--- src/rtl/acc_cpu_pkg.sv ---
package acc_cpu_pkg;

  localparam int OPC_W = 4;

  typedef enum logic [1:0] {
    PH_FETCH = 2'd0,
    PH_EXEC  = 2'd1,
    PH_WB    = 2'd2,
    PH_HALT  = 2'd3
  } phase_e;

  localparam logic [OPC_W-1:0] OP_ADD = 4'h0;
  localparam logic [OPC_W-1:0] OP_SUB = 4'h1;
  localparam logic [OPC_W-1:0] OP_AND = 4'h2;
  localparam logic [OPC_W-1:0] OP_OR  = 4'h3;
  localparam logic [OPC_W-1:0] OP_XOR = 4'h4;
  localparam logic [OPC_W-1:0] OP_SHL = 4'h5;
  localparam logic [OPC_W-1:0] OP_SHR = 4'h6;
  localparam logic [OPC_W-1:0] OP_JMP = 4'h7;
  localparam logic [OPC_W-1:0] OP_SKZ = 4'h8;
  localparam logic [OPC_W-1:0] OP_HLT = 4'h9;
  localparam logic [OPC_W-1:0] OP_LDA = 4'hD;
  localparam logic [OPC_W-1:0] OP_STA = 4'hE;

  // Operations that fetch a memory operand during execute
  function automatic logic op_reads(input logic [OPC_W-1:0] op);
    return (op == OP_ADD) || (op == OP_SUB) || (op == OP_AND) ||
           (op == OP_OR)  || (op == OP_XOR) || (op == OP_LDA);
  endfunction

  // Operations whose result is committed to the accumulator
  function automatic logic op_writes_acc(input logic [OPC_W-1:0] op);
    return op_reads(op) || (op == OP_SHL) || (op == OP_SHR);
  endfunction

endpackage

--- src/rtl/acc_seq.sv ---
module acc_seq
  import acc_cpu_pkg::*;
(
  input  logic             clk,
  input  logic             rst_n,
  input  logic [OPC_W-1:0] op,
  output phase_e           phase
);

  phase_e phase_nx;

  always_comb begin
    unique case (phase)
      PH_FETCH: phase_nx = PH_EXEC;
      PH_EXEC:  phase_nx = (op == OP_HLT) ? PH_HALT : PH_WB;
      PH_WB:    phase_nx = PH_FETCH;
      default:  phase_nx = PH_HALT;
    endcase
  end

  always_ff @(posedge clk or negedge rst_n) begin
    if (!rst_n) phase <= PH_FETCH;
    else        phase <= phase_nx;
  end

endmodule

--- src/rtl/acc_fetch.sv ---
module acc_fetch
  import acc_cpu_pkg::*;
#(
  parameter int ADDR_W = 8
) (
  input  logic              clk,
  input  logic              rst_n,
  input  phase_e            phase,
  input  logic [OPC_W-1:0]  rd_op,
  input  logic [ADDR_W-1:0] rd_addr,
  input  logic              acc_zero,
  output logic [OPC_W-1:0]  ir_op,
  output logic [ADDR_W-1:0] ir_addr,
  output logic [ADDR_W-1:0] pc,
  output logic [ADDR_W-1:0] mem_addr
);

  localparam logic [ADDR_W-1:0] ONE = ADDR_W'(1);

  logic ir_ld;
  assign ir_ld = (phase == PH_FETCH);

  // Instruction register: opcode and operand address only
  always_ff @(posedge clk or negedge rst_n) begin
    if (!rst_n) begin
      ir_op   <= '0;
      ir_addr <= '0;
    end else if (ir_ld) begin
      ir_op   <= rd_op;
      ir_addr <= rd_addr;
    end
  end

  // Program counter: step on fetch, redirect on jump or taken skip
  always_ff @(posedge clk or negedge rst_n) begin
    if (!rst_n) begin
      pc <= '0;
    end else if (phase == PH_FETCH) begin
      pc <= pc + ONE;
    end else if (phase == PH_EXEC) begin
      if (ir_op == OP_JMP)                 pc <= ir_addr;
      else if (ir_op == OP_SKZ && acc_zero) pc <= pc + ONE;
    end
  end

  assign mem_addr = (phase == PH_EXEC || phase == PH_WB) ? ir_addr : pc;

endmodule

--- src/rtl/acc_alu.sv ---
module acc_alu
  import acc_cpu_pkg::*;
#(
  parameter int DATA_W = 32
) (
  input  logic              clk,
  input  logic              rst_n,
  input  logic              en,
  input  logic [OPC_W-1:0]  op,
  input  logic [DATA_W-1:0] acc,
  input  logic [DATA_W-1:0] opnd,
  output logic [DATA_W-1:0] res_q
);

  logic [DATA_W-1:0] res_d;

  always_comb begin
    case (op)
      OP_ADD:  res_d = acc + opnd;
      OP_SUB:  res_d = acc - opnd;
      OP_AND:  res_d = acc & opnd;
      OP_OR:   res_d = acc | opnd;
      OP_XOR:  res_d = acc ^ opnd;
      OP_SHL:  res_d = {acc[DATA_W-2:0], 1'b0};
      OP_SHR:  res_d = {1'b0, acc[DATA_W-1:1]};
      OP_LDA:  res_d = opnd;
      default: res_d = acc;
    endcase
  end

  // Result captured on the rising edge that closes execute
  always_ff @(posedge clk or negedge rst_n) begin
    if (!rst_n)  res_q <= '0;
    else if (en) res_q <= res_d;
  end

endmodule

--- src/rtl/acc_accum.sv ---
module acc_accum #(
  parameter int DATA_W = 32
) (
  input  logic              clk,
  input  logic              rst_n,
  input  logic              ld,
  input  logic [DATA_W-1:0] d,
  output logic [DATA_W-1:0] q
);

  // Commit on the falling edge, half a cycle after the ALU register
  always_ff @(negedge clk or negedge rst_n) begin
    if (!rst_n)  q <= '0;
    else if (ld) q <= d;
  end

endmodule

--- src/rtl/acc_cpu_core.sv ---
module acc_cpu_core
  import acc_cpu_pkg::*;
#(
  parameter int DATA_W = 32,
  parameter int ADDR_W = 8
) (
  input  logic              clk,
  input  logic              rst_n,
  input  logic [DATA_W-1:0] mem_rdata,
  output logic [ADDR_W-1:0] mem_addr,
  output logic              mem_rd,
  output logic              mem_wr,
  output logic [DATA_W-1:0] mem_wdata,
  output logic              fetch_ph,
  output logic              halted
);

  phase_e            phase;
  logic [OPC_W-1:0]  ir_op;
  logic [ADDR_W-1:0] ir_addr;
  logic [ADDR_W-1:0] pc;
  logic [DATA_W-1:0] acc;
  logic [DATA_W-1:0] alu_q;
  logic              acc_zero;
  logic              acc_ld;

  assign acc_zero = (acc == '0);
  assign acc_ld   = (phase == PH_WB) && op_writes_acc(ir_op);

  acc_seq u_seq (
    .clk   (clk),
    .rst_n (rst_n),
    .op    (ir_op),
    .phase (phase)
  );

  acc_fetch #(.ADDR_W(ADDR_W)) u_fetch (
    .clk      (clk),
    .rst_n    (rst_n),
    .phase    (phase),
    .rd_op    (mem_rdata[DATA_W-1 -: OPC_W]),
    .rd_addr  (mem_rdata[ADDR_W-1:0]),
    .acc_zero (acc_zero),
    .ir_op    (ir_op),
    .ir_addr  (ir_addr),
    .pc       (pc),
    .mem_addr (mem_addr)
  );

  acc_alu #(.DATA_W(DATA_W)) u_alu (
    .clk   (clk),
    .rst_n (rst_n),
    .en    (phase == PH_EXEC),
    .op    (ir_op),
    .acc   (acc),
    .opnd  (mem_rdata),
    .res_q (alu_q)
  );

  acc_accum #(.DATA_W(DATA_W)) u_acc (
    .clk   (clk),
    .rst_n (rst_n),
    .ld    (acc_ld),
    .d     (alu_q),
    .q     (acc)
  );

  assign mem_rd    = (phase == PH_FETCH) || (phase == PH_EXEC && op_reads(ir_op));
  assign mem_wr    = (phase == PH_WB) && (ir_op == OP_STA);
  assign mem_wdata = mem_wr ? acc : '0;
  assign fetch_ph  = (phase == PH_FETCH);
  assign halted    = (phase == PH_HALT);

endmodule

--- config.mk ---
export PLATFORM = sky130hd
export DESIGN_NAME = acc_cpu_core
export DESIGN_NICKNAME = d
export VERILOG_FILES = /design/src/rtl/acc_cpu_pkg.sv /design/src/rtl/acc_seq.sv /design/src/rtl/acc_fetch.sv /design/src/rtl/acc_alu.sv /design/src/rtl/acc_accum.sv /design/src/rtl/acc_cpu_core.sv
export SDC_FILE = /design/constraint.sdc
export NUM_CORES = 1
export LEC_CHECK = 0
export BUFFER_PORTS_ARGS = -buffer_cell sky130_fd_sc_hd__buf_2
export CAP_MARGIN = 20
export CORE_MARGIN = 5
export CORE_UTILIZATION = 30
export DETAILED_ROUTE_END_ITERATION = 16
export SYNTH_ARGS = -nofsm -noshare
export SYNTH_HDL_FRONTEND = slang
export SYNTH_HIERARCHICAL = 1
export SYNTH_SLANG_ARGS = --single-unit
--- constraint.sdc ---
create_clock -name clk -period 4.15 [get_ports clk]
set_input_delay 0.415 -clock clk [delete_from_list [all_inputs] [get_ports clk]]
set_output_delay 0.415 -clock clk [all_outputs]
set_load 0.02 [all_outputs]
# [Word level (Yosys, flattened, before mapping)]
# Cells that the tools add are included.
[word_totals] word_cells=54 input_bits=34 reg_bits=86 output_inout_bits=44
[classes] n_eq_ne=14 n_addsub=3 bitwise_logic=3 reduce_logical=19 muxes=9
[ops] op="one-hot mux 32 bit (8 select lines)" count=1
[ops] op="two-way mux 8 bit" count=5
[ops] op="adder 32 bit" count=1
[ops] op="AND 32 bit" count=1
[ops] op="zero test 32 bit" count=1
[ops] op="two-way mux 32 bit" count=1
[ops] op="OR 32 bit" count=1
[ops] op="subtractor 32 bit" count=1
[ops] op="XOR 32 bit" count=1
[ops] op="equality test 4 x 3 -> 1 bit (second input constant)" count=4
[ops] op="equality test 4 bit (second input constant)" count=4
[ops] op="logical OR 1 bit" count=9
[ops] op="adder 8 x 1 -> 8 bit (second input constant)" count=1
[ops] op="equality test 4 x 2 -> 1 bit (second input constant)" count=2
[ops] op="one-hot mux 2 bit (3 select lines)" count=1
[ops] op="equality test 2 bit (second input constant)" count=2
[ops] op="equality test 4 x 1 -> 1 bit (second input constant)" count=1
[ops] op="logical AND 1 bit" count=4
[ops] op="zero test 4 bit" count=1
[ops] op="nonzero test 3 bit" count=1
[ops] op="equality test 2 x 1 -> 1 bit (second input constant)" count=1
[ops] op="zero test 2 bit" count=1
[ops] op="AND reduction 2 bit" count=1
[ops] op="nonzero test 2 bit" count=1
[ops] op="two-way mux 1 bit" count=1

# [Longest topological paths before layout]
# Gate-level depths: netlist of the first run.
[depth] depth_word=9 depth_mapped=19 depth_no_buf=18

# [Modules after synthesis]
# The synthesis of the first run kept the hierarchy.
[modules_own_cells] mod="acc_alu" cells_each=779 n_inst=1 seq_area_each_um2=800.8 area_per_inst_um2=5920.7
[modules_own_cells] mod="acc_accum" cells_each=68 n_inst=1 seq_area_each_um2=800.8 area_per_inst_um2=1345.0
[modules_own_cells] mod="acc_fetch" cells_each=96 n_inst=1 seq_area_each_um2=500.5 area_per_inst_um2=1149.9
[modules_own_cells] mod="acc_cpu_core" cells_each=59 n_inst=1 seq_area_each_um2=0.0 area_per_inst_um2=402.9
[modules_own_cells] mod="acc_seq" cells_each=7 n_inst=1 seq_area_each_um2=50.0 area_per_inst_um2=88.8

==> results of run 1 <==
==> synth_stat cells, drive strengths merged (3+ instances only) <==
master,n
a21o,19
a21oi,65
a221oi,40
a222oi,12
a22oi,9
a311oi,4
a31oi,11
a41oi,8
and2,37
and3,8
buf,16
clkbuf,34
dfrtn,32
dfrtp,54
ha,99
inv,88
mux2,53
mux2i,4
nand2,72
nand2b,16
nand3,13
nand4,10
nor2,58
nor2b,6
nor3,20
nor3b,3
nor4,12
o2111ai,17
o211ai,15
o21ai,57
o21bai,3
o2bb2ai,4
o31ai,12
o32a,5
o41ai,3
or3,4
xnor2,45
xor2,7
==> worst register-to-register path, delay by kind of cell, from the launching register on <==
kind | cells | cell delay, ns
AO/OA/AOI/OAI | 5 | 0.69
XOR/XNOR | 1 | 0.13
adder cells (fa/ha/maj) | 2 | 0.52
buffers and inverters | 6 | 0.51
flip-flops | 1 | 0.42
AND/OR/NAND/NOR | 2 | 0.22
==> logic make-up after synthesis <==
kind of cell,after synthesis,share of synthesized area
compound gates,304,0.244
simple gates,271,0.168
buf+inv,139,0.0690
fa+ha+maj,100,0.141
flops,86,0.242
mux,57,0.0850
xor+xnor,52,0.0511
==> placed cells by master, fill, tap and decap left out, types with 5 or more instances in the layout <==
cell type  synthesis  final
buf_6              5     24
o2111ai_1         17     16
and3_1             8      8
xnor2_1           45     38
ha_1              99     93
xnor2_2            0      7
nand3_1           13     13
buf_2              5     76
nand2_1           68     67
o32a_1             5      5
a21oi_4            1      5
a21oi_1           63     49
a221oi_2           0      5
dfrtn_1           32     32
a31oi_1           11     10
o21ai_1            7     13
o211ai_1          15     15
a22oi_1            9      9
nor2_1            56     54
nor3_1            17     14
mux2_2            21     21
mux2_4            32     32
inv_1             88     87
clkbuf_16          0      9
a21o_1            19     19
dfrtp_1           54     54
nand2b_1          16     14
a41oi_1            8      6
nor3_2             2      5
and2_1            34     34
a221oi_1          39     34
nand4_1            9      9
a222oi_1          12     12
o21ai_0           49     36
a21oi_2            1     11
buf_4              0    141
xor2_1             7      6
ha_4               0      5
o31ai_1           11      9
nor4_4             2      8
==> worst max path at each step <==
stage                     startpoint              end  cells after the start
after floorplan           u_acc/q[0]  u_alu/res_q[22]                     12
after global placement    u_acc/q[0]  u_alu/res_q[22]                     12
after detailed placement  u_acc/q[0]  u_alu/res_q[22]                     12
after CTS                 u_acc/q[0]  u_alu/res_q[28]                     12
after global routing      u_acc/q[0]   u_alu/res_q[6]                     16
final                     u_acc/q[0]   u_alu/res_q[8]                     16
==> power by group through the flow <==
stage | combinational (mW) | sequential (mW) | clock [mW]
6_report | 7.46 | 1.63 | 0.889
3_3_place_gp | 6.53 | 1.60 | 0
3_5_place_dp | 6.63 | 1.60 | 0
2_1_floorplan | 4.07 | 1.68 | 0
4_1_cts | 7.02 | 1.62 | 0.909
5_1_grt | 8.00 | 1.68 | 0.933
==> cell type report <==
cell class                      count  area, um2
Fill cell                        2997      17700
Multi-Input combinational cell    784       6700
Sequential cell                    86       2150
Timing Repair Buffer              245       1790
Tap cell                          390        488
Inverter                           89        334
Clock buffer                        9        225
Clock inverter                      7       78.8
Antenna cell                        2       5.00
==> stage by stage <==
| stage | power, mW | hold slack [ns] | worst slack [ns] | instances | util |
|---|---|---|---|---|---|
| 3_5_place_dp | 8.23 | 0.386 | -0.631 | 1575 | 0.367 |
| 6_report | 9.98 | 0.0000159 | -0.525 | 1612 | 0.399 |
| 3_3_place_gp | 8.13 | 0.382 | -0.571 | 1575 | 0.367 |
| 5_1_grt | 10.6 | 0.0269 | -0.661 | 1610 | 0.399 |
| 4_1_cts | 9.55 | 0.00214 | -0.503 | 1602 | 0.390 |
| 2_1_floorplan | 5.75 | 0.119 | -0.463 | 1009 | - |
==> what timing repair did <==
item                                    in CTS  in global routing
hold endpoints to repair                     0                  0
endpoints found under the setup margin      34                 37
gates resized for setup                     60                 43
buffers inserted                            13                 15
pin swaps                                   29                 28
==> sequential cells by signal, summed over array words and instances (netlist names) <==
name             count
u_fetch/ir_op        4
u_acc/q             32
u_fetch/pc           8
u_seq/phase          2
u_fetch/ir_addr      8
u_alu/res_q         32
==> routing by layer <==
| metal | track usage | vias up | part of all wire |
|---|---|---|---|
| li1 | - | 4144 | - |
| met1 | 0.248 | 4400 | 0.43 |
| met2 | 0.331 | 310 | 0.49 |
| met3 | 0.0197 | 80 | 0.050 |
| met4 | 0.0823 | 0 | 0.039 |
| met5 | 0 | - | 0 |
==> qor.txt, run 1 <==
STA
---------------------------------------------------------------------------------
Slew at the pin closest to its max-slew limit ......................     0.978 ns
Final Hold Fails ...................................................            0
Worst Skew .........................................................    0.0113 ns
Number of slew-limit violations in the final report ................            0
RSZ-0062 raised after global routing ...............................         true
Max_slew headroom ..................................................        0.345
Final WS setup .....................................................    -0.525 ns
Final setup vio count ..............................................           33
Sum Neg Setup Slack ................................................    -10.05 ns

SYNTH
---------------------------------------------------------------------------------
Leading register cell type out of synthesis ........................      dfrtp_1
Post-synth design cell area ........................................     8910 um2
Largest cells by area after synthesis .............................. dfrtp_1 15%, ha_1 14%, dfrtn_1 9.0%
Mean area per synthesized cell .....................................     8.83 um2
Count of flip-flops with a built-in enable after synthesis .........            0
Instance count of the mapped netlist ...............................         1009
Share of Yosys cell area claimed by the top area cell type .........        0.152
Share of synthesized flip-flops with an asynchronous set or reset ..         1.00
Library cell occupying the most area in the post-synthesis netlist .      dfrtp_1
Part of the Yosys area used for sequential elements ................        0.242
Synth cell types ...................................................           85
Yosys warnings .....................................................            6
Syn Nets ...........................................................         1143
Yosys reg bits .....................................................           86

PWR
---------------------------------------------------------------------------------
Switching portion of total power ...................................        0.483
Clock network power share ..........................................        0.089
Maximum resistive drop on vdd ......................................     0.289 mV
Power share of the combinational group .............................        0.748
Sw Pwr .............................................................      4.82 mW
Power per Cell Area ................................................   848 nW/um2
Internal Pwr Total .................................................      5.16 mW
Sequential Power Share .............................................        0.163
Leakage power summed over all cells ................................      5.41 nW

CLOCKING
---------------------------------------------------------------------------------
Clock Pin Slew Worst Setup and Hold Paths ..........................      0.07 ns
Number of sinks driven by the clock tree ...........................           86
Insertion delay to the later sink of the worst-skew pair ...........      0.36 ns
Cts hold-fix bufs ..................................................            0
Total CTS buffers ..................................................            9
Number of levels the H-tree was split into .........................            3
Clock Root Buffer ..................................................    clkbuf_16
CTS tree ...........................................................        built
Clock Path Buffers .................................................            2

CRITICAL PATH
---------------------------------------------------------------------------------
Crit-path leading delay family ..................................... compound AO/OA/AOI/OAI gates
Kind of critical path ..............................................   reg -> reg
Biggest fanout along the worst timing path .........................            2
Total buffers and inverters traversed by the critical path .........            6
Endpoint kind of the worst setup timing path .......................     register
Critical-path cell with the highest stage delay ....................      dfrtn_1
Crit path cell chain ............................................... inv_2, ha_4, fa_2, nand2b_4, a21oi_4, buf_4, buf_6, buf_6, buf_6, buf_6, nor2b_2, o21ai_2, xnor2_2, o2111ai_1, o211ai_1, o21ai_1
R2R setup slack ....................................................     -0.53 ns
Cell seen most often among critical-path stages ....................        buf_6
Required arrival time at the worst endpoint ........................      4.38 ns
Reg-to-reg endpoint ................................................ u_alu/res_q[8]
Worst Path Arrival .................................................      4.91 ns
Reg-to-reg critical path startpoint ................................   u_acc/q[0]
Register-to-Register Path Depth ....................................           16
Peak per-stage delay on the critical path ..........................      0.42 ns
Launching element type of the critical path ........................     register

DETAILED ROUTING
---------------------------------------------------------------------------------
Post-detailed-routing wire length ..................................     33500 um
Number of DRC markers in iteration 0 ...............................          679
DRC viols ..........................................................            0
First-pass iteration count of the detailed router ..................            5
Via count ..........................................................         8934
Detail Route Antenna Nets ..........................................            0
Wire per inst ......................................................      20.8 um
Average vias per placed instance ...................................         5.54

GRT
---------------------------------------------------------------------------------
Number of global-route vias before repair ..........................         8856
Wire length of the first global-routing pass .......................     50700 um
Number of antenna violations at the first check in global routing ..            0
Largest net degree at the start of global routing ..................           37
Aggregate global-route resource usage ..............................        0.193
Overall overflow remaining after global route ......................            0

PLACED DESIGN
---------------------------------------------------------------------------------
Global placement routability congestion ............................        0.935
Estimated wirelength of the detail-placed design ...................     23800 um
Port buffer count ..................................................           77
Placed cell area ...................................................    10800 um2

FLOW RUN
---------------------------------------------------------------------------------
Total of max-cap violations ........................................            0

RUN STATUS
---------------------------------------------------------------------------------
Violations in the final reports .................................... negative setup slack
Run status ......................................................... finished with violations

FLOORPLANNING
---------------------------------------------------------------------------------
Initial standard-cell utilization of the core ......................        0.302
Die extent in y ....................................................       182 um
Total I/O pin count ................................................           78
CORE AREA ..........................................................    29500 um2
Total Die Area .....................................................    33200 um2
FP Rows ............................................................           63
Width of the chip ..................................................       182 um

FINAL LAYOUT
---------------------------------------------------------------------------------
Final instance area ................................................    11800 um2
Layout Area Growth over Synthesis ..................................        32.2%
Number of nets at the end of the flow ..............................         1349
Layout cells sized above 1 .........................................        0.338

MIN PATH
---------------------------------------------------------------------------------
Hold Path Class ....................................................  in -> async

(Power assumes the default switching activity.)
==> run 2: changes to the inputs <==
clock period = 4.4 ns   (was 4.15 ns; I/O delays follow)
==> run 2 against run 1 <==
Sequential cell count unchanged. Cell count decreased by 1.9%. The flow still finishes with violations (negative setup slack). Register-to-register slack improved by 0.15 ns. Sequential power decreased by 7%. Sequential share of layout area increased by 0.36 points. Worst hold slack improved by 0.053 ns. Highest routed layer unchanged. Utilization decreased by 0.77 points. Routed wire length decreased by 4.2%. Design area decreased by 1.9%. Critical path type unchanged.
==> qor.txt, run 2 (synthesized netlist as in run 1, its figures left out) <==
RUN STATUS
-------------------------------------------------------------------------------------
Run status ............................................................. finished with violations   unchanged
Violations in the final reports ........................................ negative setup slack   unchanged

STA
-------------------------------------------------------------------------------------
Smallest hold slack ....................................................    0.0528 ns   was 0.0000159 ns
Worst Skew .............................................................    0.0107 ns   was 0.0113 ns
Number of slew-limit violations in the final report ....................            0   unchanged
Final Hold Fails .......................................................            0   unchanged
Final setup vio count ..................................................           25   was 33
Slew at the pin closest to its max-slew limit ..........................     0.998 ns   was 0.978 ns
RSZ-0062 raised after global routing ...................................         true   unchanged
Sum Neg Setup Slack ....................................................     -5.29 ns   was -10.05 ns
Max_slew headroom ......................................................        0.335   was 0.345
Final WS setup .........................................................    -0.380 ns   was -0.525 ns

FLOORPLANNING
-------------------------------------------------------------------------------------
Total Die Area .........................................................    33200 um2   unchanged
Total I/O pin count ....................................................           78   unchanged
FP Rows ................................................................           63   unchanged
Die extent in y ........................................................       182 um   unchanged
CORE AREA ..............................................................    29500 um2   unchanged
Width of the chip ......................................................       182 um   unchanged
Initial standard-cell utilization of the core ..........................        0.302   unchanged

DETAILED ROUTING
-------------------------------------------------------------------------------------
Via count ..............................................................         8737   was 8934
Average vias per placed instance .......................................         5.52   was 5.54
DRC viols ..............................................................            0   unchanged
Wire per inst ..........................................................      20.3 um   was 20.8 um
Post-detailed-routing wire length ......................................     32100 um   was 33500 um
First-pass iteration count of the detailed router ......................            5   unchanged
Detail Route Antenna Nets ..............................................            0   unchanged
Number of DRC markers in iteration 0 ...................................          588   was 679

GRT
-------------------------------------------------------------------------------------
Aggregate global-route resource usage ..................................        0.188   was 0.193
Wire length of the first global-routing pass ...........................     49500 um   was 50700 um
Global route hottest layer .............................................         met2   unchanged
Number of antenna violations at the first check in global routing ......            0   unchanged
Met3 Track Usage GR ....................................................       0.0287   was 0.0197
Met2 Usage GRT .........................................................        0.322   was 0.331
Largest net degree at the start of global routing ......................           34   was 37
Met1 track demand over resource ........................................        0.240   was 0.248
Overall overflow remaining after global route ..........................            0   unchanged
Number of global-route vias before repair ..............................         8740   was 8856

CLOCKING
-------------------------------------------------------------------------------------
Number of levels the H-tree was split into .............................            3   unchanged
Clock Pin Slew Worst Setup and Hold Paths ..............................      0.07 ns   about the same
Clock Path Buffers .....................................................            2   unchanged
Cts hold-fix bufs ......................................................            0   unchanged
CTS tree ...............................................................        built   unchanged
Clock Root Buffer ......................................................    clkbuf_16   unchanged
Insertion delay to the later sink of the worst-skew pair ...............      0.36 ns   about the same
Total CTS buffers ......................................................            9   unchanged
Number of sinks driven by the clock tree ...............................           86   unchanged

FLOW RUN
-------------------------------------------------------------------------------------
Total of max-cap violations ............................................            0   unchanged

CRITICAL PATH
-------------------------------------------------------------------------------------
Worst Path Arrival .....................................................      5.02 ns   was 4.91 ns
Required arrival time at the worst endpoint ............................      4.64 ns   was 4.38 ns
Endpoint kind of the worst setup timing path ...........................     register   unchanged
Kind of critical path ..................................................   reg -> reg   unchanged
Launching element type of the critical path ............................     register   unchanged
Biggest fanout along the worst timing path .............................            4   was 2

PWR
-------------------------------------------------------------------------------------
Maximum resistive drop on vdd ..........................................     0.450 mV   was 0.289 mV
Power per Cell Area ....................................................   796 nW/um2   was 848 nW/um2
Leakage power summed over all cells ....................................      5.24 nW   was 5.41 nW
Overall power ..........................................................      9.19 mW   was 9.98 mW

FINAL LAYOUT
-------------------------------------------------------------------------------------
Highest-count cells in the layout ignoring fill and taps ............... 122 x buf_4, 92 x ha_1, 87 x inv_1, 76 x buf_2, 67 x nand2_1   was 141 x buf_4, 93 x ha_1, 87 x inv_1, 76 x buf_2, 67 x nand2_1
Antenna diodes .........................................................            0   was 2
Layout cells sized above 1 .............................................        0.327   was 0.338
Number of nets at the end of the flow ..................................         1321   was 1349
Layout Area Growth over Synthesis ......................................        29.6%   was 32.2%
Largest registers in the final layout .................................. u_acc/q x32, u_alu/res_q x32   unchanged
Most frequent standard cell in the layout excluding fill and tap cells .        buf_4   unchanged

PLACED DESIGN
-------------------------------------------------------------------------------------
Port buffer count ......................................................           77   unchanged
Global placement routability congestion ................................        0.943   was 0.935
Estimated wirelength of the detail-placed design .......................     22300 um   was 23800 um

MIN PATH
-------------------------------------------------------------------------------------
Hold Path Class ........................................................  in -> async   unchanged

==> run 2: through the flow <==
step / setup WS [ns] / cell area, um2 / instances / util
floorplan: -0.338 / 9010 / 1009 / -
global route: -0.469 / 11500 / 1582 / 0.392
detailed placement: -0.546 / 10600 / 1550 / 0.360
global placement: -0.500 / 10600 / 1550 / 0.360
finish: -0.380 / 11500 / 1582 / 0.392
CTS: -0.344 / 11200 / 1575 / 0.381
==> run 2: critical path, stage by stage, from the launching register on <==
cell      delay, ns
dfrtn_1        0.42
inv_2          0.06
ha_4           0.16
fa_2           0.34
nand2b_4       0.16
a21oi_4        0.16
o21ai_4        0.08
o21ai_4        0.25
buf_6          0.14
a21o_1         0.10
a21oi_1        0.07
xnor2_1        0.14
a221oi_1       0.28
o31ai_1        0.10
==> run 2: report_power, final <==
group | internal (mW) | total, mW | leakage [nW] | switching, mW
sequential | 1.19 | 1.52 | 1.05 | 0.333
clock | 0.445 | 0.812 | 0.139 | 0.367
combinational | 3.11 | 6.86 | 4.05 | 3.75
==> run 2: final timing paths <==
path | start | to | slack (ns) | cells after the start
setup / recovery | u_acc/q[0] | u_alu/res_q[16] | -0.38 | 13
hold / removal | rst_n | u_alu/res_q[3] | 0.05 | 1
setup reg to reg | u_acc/q[0] | u_alu/res_q[16] | -0.38 | 13
hold reg to reg | u_alu/res_q[21] | u_alu/res_q[21] | 0.49 | 1
max in group asynchronous | rst_n | u_acc/q[25] | 1.61 | 2
min in group clk | mem_rdata[3] | u_fetch/ir_addr[3] | 0.42 | 2
==> run 2: routing by layer <==
layer | wire, um | part of all wire
met1 | 14000 | 0.44
met2 | 15600 | 0.49
met3 | 1610 | 0.050
met4 | 887 | 0.028
met5 | 0 | 0
==> run 2: layout make-up <==
cell class                 count  area (um2)
fill                        2984       17900
multi-input combinational    784        6750
sequential                    86        2150
timing repair buffer         217        1530
tap                          390         488
inverter                      89         334
clock buffer                  10         229
clock inverter                 6        71.3
==> run 2: timing repair <==
| action | 4_1_cts | 5_1_grt |
|---|---|---|
| setup endpoints to repair | 26 | 36 |
| resized for setup | 50 | 52 |
| setup buffers | 12 | 10 |
| pin swaps | 43 | 37 |
==> run 3: changes to the inputs <==
==> constraint.sdc (replaced) <==
create_clock -name clk -period 4.4 [get_ports clk]
set_input_delay 0.22 -clock clk [delete_from_list [all_inputs] [get_ports clk]]
set_output_delay 0.22 -clock clk [all_outputs]
set_load 0.02 [all_outputs]
==> run 3 against run 2 <==
The flow still finishes with violations (negative setup slack). Critical endpoint is now u_alu/res_q[22]. Utilization is 0.73 points lower. Combinational power is 3.6% lower. Critical path type unchanged. Critical path depth is the same. Largest cell class unchanged. Worst hold slack better by 0.15 ns. Via count rose by 0.76%. Highest routed layer unchanged. Sequential share of layout area grew 0.36 points.
==> qor.txt, run 3 (synthesized netlist as in run 1, its figures left out) <==
FINAL LAYOUT
-------------------------------------------------------------------------------------
Final instance area ....................................................    11300 um2   was 11500 um2
Post-layout util .......................................................        0.384   was 0.392
Highest-count cells in the layout ignoring fill and taps ............... 131 x buf_4, 95 x ha_1, 87 x inv_1, 76 x buf_2, 67 x nand2_1   was 122 x buf_4, 92 x ha_1, 87 x inv_1, 76 x buf_2, 67 x nand2_1
Most frequent standard cell in the layout excluding fill and tap cells .        buf_4   unchanged
Flip-flop and latch area ...............................................     2150 um2   unchanged
Number of nets at the end of the flow ..................................         1325   was 1321
Largest registers in the final layout .................................. u_acc/q x32, u_alu/res_q x32   unchanged
Antenna diodes .........................................................            0   unchanged
Multi-input gate area in the final layout ..............................     6530 um2   was 6750 um2
Final std cells w/o fill ...............................................         1586   was 1582
Layout cells sized above 1 .............................................        0.310   was 0.327
Filler Cells Inserted ..................................................         3018   was 2984
Layout Area Growth over Synthesis ......................................        27.2%   was 29.6%

CRITICAL PATH
-------------------------------------------------------------------------------------
Required arrival time at the worst endpoint ............................      4.65 ns   was 4.64 ns
Crit path cell chain ................................................... inv_2, ha_4, fa_2, nand2b_4, a21oi_4, o21ai_2, o21ai_2, buf_6, a31oi_1, o21ai_2, xor2_1, a221oi_1, o2bb2ai_1   was inv_2, ha_4, fa_2, nand2b_4, a21oi_4, o21ai_4, o21ai_4, buf_6, a21o_1, a21oi_1, xnor2_1, a221oi_1, o31ai_1
Endpoint kind of the worst setup timing path ...........................     register   unchanged
Total buffers and inverters traversed by the critical path .............            2   unchanged
Crit-path leading delay family ......................................... compound AO/OA/AOI/OAI gates   unchanged
Register-to-Register Path Depth ........................................           13   unchanged
Peak per-stage delay on the critical path ..............................      0.43 ns   was 0.42 ns
Worst Path Arrival .....................................................      5.06 ns   was 5.02 ns
Launching element type of the critical path ............................     register   unchanged
Reg-to-reg endpoint .................................................... u_alu/res_q[22]   was u_alu/res_q[16]
Kind of critical path ..................................................   reg -> reg   unchanged
Critical-path cell with the highest stage delay ........................      dfrtn_1   unchanged
Biggest fanout along the worst timing path .............................            4   unchanged
Reg-to-reg critical path startpoint ....................................   u_acc/q[0]   unchanged
R2R setup slack ........................................................     -0.41 ns   was -0.38 ns
Cell seen most often among critical-path stages ........................      o21ai_2   was o21ai_4

DETAILED ROUTING
-------------------------------------------------------------------------------------
First-pass iteration count of the detailed router ......................            5   unchanged
Via count ..............................................................         8803   was 8737
Routed length on met3 ..................................................      1790 um   was 1610 um
Met2 wire length .......................................................     15600 um   about the same
Met1 Routed Length .....................................................     13900 um   was 14000 um
Average vias per placed instance .......................................         5.55   was 5.52
Wire per inst ..........................................................      20.2 um   was 20.3 um
DRC viols ..............................................................            0   unchanged
Detail Route Antenna Nets ..............................................            0   unchanged
Post-detailed-routing wire length ......................................     32100 um   about the same
Number of DRC markers in iteration 0 ...................................          608   was 588
Uppermost layer routed .................................................         met4   unchanged

PLACED DESIGN
-------------------------------------------------------------------------------------
Global placement routability congestion ................................        0.922   was 0.943
Placed cell area .......................................................    10700 um2   was 10600 um2
Estimated wirelength of the detail-placed design .......................     22400 um   was 22300 um
Number of placed cells counting well taps ..............................         1557   was 1550
Port buffer count ......................................................           77   unchanged
Worst setup timing slack at the placement stage ........................    -0.481 ns   was -0.546 ns

GRT
-------------------------------------------------------------------------------------
Overall overflow remaining after global route ..........................            0   unchanged
Aggregate global-route resource usage ..................................        0.191   was 0.188
Largest net degree at the start of global routing ......................           50   was 34
Wire length of the first global-routing pass ...........................     50400 um   was 49500 um
Number of antenna violations at the first check in global routing ......            0   unchanged
Number of global-route vias before repair ..............................         8850   was 8740

STA
-------------------------------------------------------------------------------------
Slew at the pin closest to its max-slew limit ..........................     0.988 ns   was 0.998 ns
Number of slew-limit violations in the final report ....................            0   unchanged
Final WS setup .........................................................    -0.407 ns   was -0.380 ns
Final setup vio count ..................................................           26   was 25
Max_slew headroom ......................................................        0.341   was 0.335
Worst Skew .............................................................    0.0157 ns   was 0.0107 ns
RSZ-0062 raised after global routing ...................................         true   unchanged
Final Hold Fails .......................................................            0   unchanged

MIN PATH
-------------------------------------------------------------------------------------
Cell count of the worst hold path ......................................            2
Hold Path End .......................................................... u_fetch/ir_op[2]
Hold Path Class ........................................................    in -> reg   was in -> async
Hold Path Origin ....................................................... mem_rdata[30]

FLOW RUN
-------------------------------------------------------------------------------------
Total of max-cap violations ............................................            0   unchanged

FLOORPLANNING
-------------------------------------------------------------------------------------
Width of the chip ......................................................       182 um   unchanged
Die extent in y ........................................................       182 um   unchanged
Total Die Area .........................................................    33200 um2   unchanged
Total I/O pin count ....................................................           78   unchanged
CORE AREA ..............................................................    29500 um2   unchanged
FP Rows ................................................................           63   unchanged
Initial standard-cell utilization of the core ..........................        0.302   unchanged

PWR
-------------------------------------------------------------------------------------
Maximum resistive drop on vdd ..........................................     0.342 mV   was 0.450 mV
Power per Cell Area ....................................................   788 nW/um2   was 796 nW/um2
Leakage power summed over all cells ....................................      5.22 nW   was 5.24 nW

CLOCKING
-------------------------------------------------------------------------------------
Number of sinks driven by the clock tree ...............................           86   unchanged
Clock Pin Slew Worst Setup and Hold Paths ..............................      0.07 ns   about the same
Insertion delay to the later sink of the worst-skew pair ...............      0.37 ns   was 0.36 ns
Total CTS buffers ......................................................            9   unchanged
Number of levels the H-tree was split into .............................            3   unchanged
CTS tree ...............................................................        built   unchanged
Clock Root Buffer ......................................................    clkbuf_16   unchanged
Clock Path Buffers .....................................................            2   unchanged

RUN STATUS
-------------------------------------------------------------------------------------
Run status ............................................................. finished with violations   unchanged
Violations in the final reports ........................................ negative setup slack   unchanged

run 3: cell types whose count changed in the layout (fill, tap and decap cells not counted), moves of 3 or more:
cell / previous run / this run
o21ai_0: 35 / 40
a21oi_2: 11 / 8
nor4_1: 0 / 4
o21ai_1: 13 / 10
a21oi_1: 49 / 55
o21ai_4: 4 / 0
a21oi_4: 5 / 2
buf_6: 17 / 11
ha_4: 7 / 4
ha_1: 92 / 95
buf_4: 122 / 131
run 3: timing repair:
action,in CTS,in global routing
setup buffers,12,3
resized for setup,37,24
endpoints found under the setup margin,30,36
hold buffers,1,0
cloned,0,0
endpoints found under the hold margin,13,0
pin swaps,28,18
run 3: per-layer routing:
metal,vias up,global-route usage
met5,-,0
met4,0,0.0751
met3,51,0.0231
met2,311,0.321
met1,4358,0.250
li1,4083,-
run 3: where the power goes:
group / switching [mW] / internal (mW)
Sequential: 0.326 / 1.19
Combinational: 3.61 / 2.99
Clock: 0.349 / 0.457
Total: 4.29 / 4.64
run 3: worst register-to-register path: stages (launching register included):
cell and delay, ns:
dfrtn_1 0.43, inv_2 0.06, ha_4 0.16, fa_2 0.34, nand2b_4 0.17, a21oi_4 0.16
o21ai_2 0.09, o21ai_2 0.16, buf_6 0.14, a31oi_1 0.12, o21ai_2 0.21, xor2_1 0.10
a221oi_1 0.26, o2bb2ai_1 0.10
run 3: cell type report:
cell class | count | area share
Multi-Input combinational cell | 784 | 0.576
Sequential cell | 86 | 0.190
Timing Repair Buffer | 221 | 0.136
Tap cell | 390 | 0.0431
Inverter | 89 | 0.0295
Clock buffer | 13 | 0.0221
Clock inverter | 3 | 0.00386
run 3: worst max-delay path by stage:
stage,from,to,cells after the start
final,u_acc/q[0],u_alu/res_q[22],13
after CTS,u_acc/q[0],u_alu/res_q[28],13
after global placement,u_acc/q[0],u_alu/res_q[22],13
after floorplan,u_acc/q[0],u_alu/res_q[22],12
after detailed placement,u_acc/q[0],u_alu/res_q[22],13
after global routing,u_acc/q[0],u_alu/res_q[28],13
run 3: stage by stage:
step	hold WS (ns)	total power, mW	TNS (ns)
3_5_place_dp	0.131	7.65	-6.65
2_1_floorplan	-0.0756	5.42	-2.20
5_1_grt	0.210	9.57	-9.78
3_3_place_gp	0.129	7.56	-6.00
4_1_cts	0.192	8.73	-7.03
6_report	0.204	8.93	-6.22
